===== src/rtl/hpl_pkg.sv =====
package hpl_pkg;
   localparam int LOC_W     = 32;
   localparam int MAX_SLOTS = LOC_W - 1;
   localparam int CMD_BIT   = 0;
   localparam int SLOT_BASE = 1;

   // event byte bit positions
   localparam int EV_PRESENT    = 0;
   localparam int EV_ISO_FAULT  = 1;
   localparam int EV_BUTTON     = 2;
   localparam int EV_LATCH      = 3;
   localparam int EV_CONN_FAULT = 4;

   typedef logic [LOC_W-1:0] loc_word_t;

   typedef struct packed {
      logic level;
      logic wire_irq;
      logic pulse;
   } notify_t;
endpackage


===== src/rtl/hpl_slot_term.sv =====
module hpl_slot_term
   import hpl_pkg::*;
#(
   parameter int NUM_SLOTS = 31,
   parameter int EVT_W     = 8
) (
   input  logic [NUM_SLOTS*EVT_W-1:0] evt_i,
   input  logic [NUM_SLOTS*EVT_W-1:0] dis_i,
   output logic [NUM_SLOTS-1:0]       hit_o
);
   localparam int BUS_W = NUM_SLOTS * EVT_W;

   generate
      if (EVT_W < EV_CONN_FAULT + 1) begin : g_bad_width
         $error("hpl_slot_term: EVT_W too narrow for the event encoding");
      end
   endgenerate

   logic [BUS_W-1:0] live;
   assign live = evt_i & ~dis_i;

   for (genvar s = 0; s < NUM_SLOTS; s++) begin : g_slot
      assign hit_o[s] = |live[s*EVT_W +: EVT_W];
   end
endmodule


===== src/rtl/hpl_loc_merge.sv =====
module hpl_loc_merge
   import hpl_pkg::*;
#(
   parameter int NUM_SLOTS = 31
) (
   input  logic [NUM_SLOTS-1:0] hit_i,
   input  logic                 cmd_done_i,
   input  logic                 cmd_irq_off_i,
   output loc_word_t            loc_o
);
   localparam int TOP_USED = SLOT_BASE + NUM_SLOTS;
   localparam int SPARE    = LOC_W - TOP_USED;

   assign loc_o[CMD_BIT] = cmd_done_i & ~cmd_irq_off_i;
   assign loc_o[TOP_USED-1:SLOT_BASE] = hit_i;

   generate
      if (SPARE > 0) begin : g_fill
         assign loc_o[LOC_W-1:TOP_USED] = '0;
      end
   endgenerate
endmodule


===== src/rtl/hpl_notify.sv =====
module hpl_notify
   import hpl_pkg::*;
(
   input  logic      clk_i,
   input  logic      rst_ni,
   input  loc_word_t loc_i,
   input  logic      irq_off_i,
   input  logic      msg_mode_i,
   input  logic      resync_i,
   output loc_word_t loc_o,
   output logic      irq_o,
   output logic      pulse_o
);
   notify_t   nxt;
   loc_word_t loc_q;
   logic      irq_q, pulse_q, last_q;
   logic      prev;

   always_comb begin
      prev         = resync_i ? 1'b0 : last_q;
      nxt.level    = ~irq_off_i & (|loc_i);
      nxt.wire_irq = nxt.level & ~msg_mode_i;
      nxt.pulse    = msg_mode_i & (nxt.level ^ prev);
   end

   always_ff @(posedge clk_i or negedge rst_ni) begin
      if (!rst_ni) begin
         loc_q   <= '0;
         irq_q   <= 1'b0;
         pulse_q <= 1'b0;
         last_q  <= 1'b0;
      end else begin
         loc_q   <= loc_i;
         irq_q   <= nxt.wire_irq;
         pulse_q <= nxt.pulse;
         last_q  <= nxt.level;
      end
   end

   assign loc_o   = loc_q;
   assign irq_o   = irq_q;
   assign pulse_o = pulse_q;
endmodule


===== src/rtl/hpl_irq_locator.sv =====
module hpl_irq_locator
   import hpl_pkg::*;
#(
   parameter int NUM_SLOTS = 31,
   parameter int EVT_W     = 8
) (
   input  logic                       clk_i,
   input  logic                       rst_ni,
   input  logic [NUM_SLOTS*EVT_W-1:0] slot_evt_i,
   input  logic [NUM_SLOTS*EVT_W-1:0] slot_dis_i,
   input  logic                       cmd_done_i,
   input  logic                       cmd_irq_off_i,
   input  logic                       irq_off_i,
   input  logic                       msg_mode_i,
   input  logic                       resync_i,
   output logic [31:0]                locator_o,
   output logic                       irq_o,
   output logic                       msg_pulse_o
);
   generate
      if (NUM_SLOTS < 1 || NUM_SLOTS > MAX_SLOTS) begin : g_bad_slots
         $error("hpl_irq_locator: NUM_SLOTS must be 1..31");
      end
   endgenerate

   logic [NUM_SLOTS-1:0] hit;
   loc_word_t            loc_comb;
   loc_word_t            loc_reg;

   hpl_slot_term #(.NUM_SLOTS(NUM_SLOTS), .EVT_W(EVT_W)) u_term (
      .evt_i (slot_evt_i),
      .dis_i (slot_dis_i),
      .hit_o (hit)
   );

   hpl_loc_merge #(.NUM_SLOTS(NUM_SLOTS)) u_merge (
      .hit_i         (hit),
      .cmd_done_i    (cmd_done_i),
      .cmd_irq_off_i (cmd_irq_off_i),
      .loc_o         (loc_comb)
   );

   hpl_notify u_notify (
      .clk_i      (clk_i),
      .rst_ni     (rst_ni),
      .loc_i      (loc_comb),
      .irq_off_i  (irq_off_i),
      .msg_mode_i (msg_mode_i),
      .resync_i   (resync_i),
      .loc_o      (loc_reg),
      .irq_o      (irq_o),
      .pulse_o    (msg_pulse_o)
   );

   assign locator_o = loc_reg;
endmodule


===== config.mk =====
export PLATFORM = sky130hd
export DESIGN_NAME = hpl_irq_locator
export DESIGN_NICKNAME = d
export VERILOG_FILES = /design/src/rtl/hpl_pkg.sv /design/src/rtl/hpl_slot_term.sv /design/src/rtl/hpl_loc_merge.sv /design/src/rtl/hpl_notify.sv /design/src/rtl/hpl_irq_locator.sv
export SDC_FILE = /design/constraint.sdc
export NUM_CORES = 1
export LEC_CHECK = 0
export CAP_MARGIN = 20
export CORE_AREA = 2 2 211 213
export CTS_CLUSTER_DIAMETER = 100
export DETAILED_ROUTE_END_ITERATION = 12
export DIE_AREA = 0 0 213 215
export DONT_BUFFER_PORTS = 1
export PLACE_DENSITY = 0.3
export REMOVE_ABC_BUFFERS = 1
export SETUP_SLACK_MARGIN = 0.05
export SLEW_MARGIN = 20
export SYNTH_ARGS = -nofsm -noshare
export SYNTH_HDL_FRONTEND = slang
export SYNTH_HIERARCHICAL = 1
export SYNTH_SLANG_ARGS = --single-unit

===== constraint.sdc =====
create_clock -name clk_i -period 1.4 [get_ports clk_i]
set_input_delay 0.14 -clock clk_i [delete_from_list [all_inputs] [get_ports clk_i]]
set_output_delay 0.14 -clock clk_i [all_outputs]
set_load 0.01 [all_outputs]

==> metrics.yaml <==
fin_ws_ps: -332
cts_inserted_buffers: 5
utilization: 0.0984
setup_viol: 3
violations: "negative setup slack"
fmax_mhz: 577
top_usage_layer: "met2"
synthToLayoutAreaGrowth_pct: 35.2
min_path_cells: 2
layout.cells.most_common: "inv_1"
slew_headroom: 0.678
dp_hpwl_mm: 18.1
power_density_mw_per_mm2: 728
netSwitchingFraction: 0.318
num_io_pins: 537
p_int_mw: 2.13
combinationalPowerShare: 0.205
overflow: 0
grt_use_total: 0.0837
finClkSkew_ps: 0.0749
r2r_setup_slack_ps: 670
critPathKind: "in2reg"
path_clk_slew_ps: 80
cts_sinks: 35
cp.arrival_ps: 1990
rsz0062_at_grt: "yes"
ys_warn_count: 6
placed_cell_area_mm2: 0.00381
n_fill_cell: 5098
synth_cell_types: 14
antenna_found_initial: 9
grt_pass1_vias: 3481
post-route-min-period_ps: 1730
wire_per_inst_um: 19.1
finalInstanceArea_mm2: 0.00429
period_share: 1.24
power.clock.fraction: 0.436
power.net_switching_mw: 0.995
port_buffers: 0
r2r-start: "u_notify/last_q"
hold_path.class: "in2reg"
die_area_mm2: 0.0458
leakagePower_nw: 2.18
globalplace.congestion: 0.933
wl_mm: 20.7
nets: 992
endpoint_kind: "flop"
hold_slack_ps: 45.0
gr-usage-met1: 0.0749
worst_r2r_endpoint: "u_notify/pulse_o"
synth_cells: 487
ctsHtreeMaxLevel: 2
num_vias: 3447
ys_seq_elements: 35
layout-drive-gt1-share: 0.141
clock_path_buffers: 2
status: "finished, violations left"
required_ps: 1650
grt_max_degree: 36
syn_area_mm2: 0.00318
dieWidth_um: 213
worst_pin_slew_ps: 484
first_pass_iters: 4
coreArea_mm2: 0.0436
cts_root_buffer: "clkbuf_16"
grt.met2_usage: 0.152
ys_seq_area_frac: 0.276
seq_power_share: 0.359
min-delay-start: "resync_i"
drtIter0Drc: 109
use_met3: 0.0433
min_to: "u_notify/pulse_o"
area.sequential_um2: 876
fp-row-count: 77
clkLatencyLatePin_ps: 320
drv_slew: 0
reg2regPathDepth: 3
ant_nets: 0
layout_common_cells: "236 x inv_1, 114 x o22ai_1, 35 x dfrtp_1"
multi_input_area_mm2: 0.00130
routed_via_density: 3.17
crit_path_max_fanout: 3
finalSetupTns_ps: -889
initial_core_util: 0.0728
grt_pass1_wl_mm: 25.0
pre_cts_ws_ps: -1310
dieHeight_um: 215
cap_violations: 0
cp-start-kind: "input port"
syn_avg_cell_area_um2: 6.52
cts_tree: "built"
hold_viol: 0
ir_drop_mv: 0.371
drcViolationCount: 0
==> layer usage <==
metal,up-vias,wire (um)
met1,1532,6740
met2,346,10500
li1,1525,-
met5,-,56
met4,8,817
met3,36,2600
==> power by group through the flow <==
stage,Combinational [mW],Clock [mW],Sequential (mW)
after floorplan,0.347,0,1.13
after global placement,0.513,0,1.15
after detailed placement,0.514,0,1.15
after CTS,0.627,1.49,1.13
after global routing,0.711,1.51,1.13
final,0.640,1.36,1.12
==> critical path: stages <==
cell	delay, ps
inv_1	50
o22ai_1	70
or4_1	580
nor4_1	320
buf_4	180
nand4_1	120
buf_4	150
o21bai_2	160
mux2i_1	200
==> flip-flops by register name (all words and copies together), names as in the netlist <==
| signal | count |
|---|---|
| u_notify/irq_o | 1 |
| u_notify/last_q | 1 |
| u_notify/loc_o | 32 |
| u_notify/pulse_o | 1 |
==> synthesized netlist by cell type, drive strengths merged <==
library cell,number,share of area
nor4,8,0.018
dfrtp,35,0.28
o21ai,1,0.0016
nand4,2,0.0039
or4,31,0.073
mux2i,1,0.0032
buf,31,0.073
o22ai,124,0.24
nand3b,1,0.0024
inv,250,0.30
o21bai,1,0.0035
nor2,1,0.0012
nor2b,1,0.0043
==> worst max-delay path by stage <==
stage / endpoint / start / slack, ps
after floorplan: u_notify/pulse_o / slot_evt_i[218] / -210
after global placement: u_notify/pulse_o / slot_evt_i[242] / -1350
after detailed placement: u_notify/pulse_o / slot_evt_i[246] / -1310
after CTS: u_notify/pulse_o / slot_evt_i[219] / -370
after global routing: u_notify/pulse_o / slot_evt_i[218] / -500
final: u_notify/pulse_o / slot_evt_i[94] / -330
==> cell families after synthesis <==
family,count (synthesis),share of synthesized area
buf+inv,281,0.369
compound gates,126,0.249
simple gates,44,0.103
flops,35,0.276
mux,1,0.00315
==> through the flow <==
stage	power, mW	cells
2_1_floorplan	1.48	456
3_3_place_gp	1.66	1065
3_5_place_dp	1.66	1065
4_1_cts	3.25	1081
5_1_grt	3.35	1085
6_report	3.13	1086
==> area by class of cell <==
class                           instances  area share
Antenna cell                            4     0.00233
Clock buffer                            8      0.0364
Inverter                              250       0.229
Multi-Input combinational cell        171       0.303
Sequential cell                        35       0.204
Tap cell                              592       0.173
Timing Repair Buffer                   26      0.0530
==> timing repair <==
| item | CTS | global route |
|---|---|---|
| resized for setup | 39 | 22 |
| endpoints found under the setup margin | 3 | 3 |
| buffers inserted | 2 | 1 |
| hold buffers | 6 | 0 |
| pin swaps | 14 | 9 |
| endpoints found under the hold margin | 39 | 0 |
Note: power is estimated with default switching activity, not from simulation.
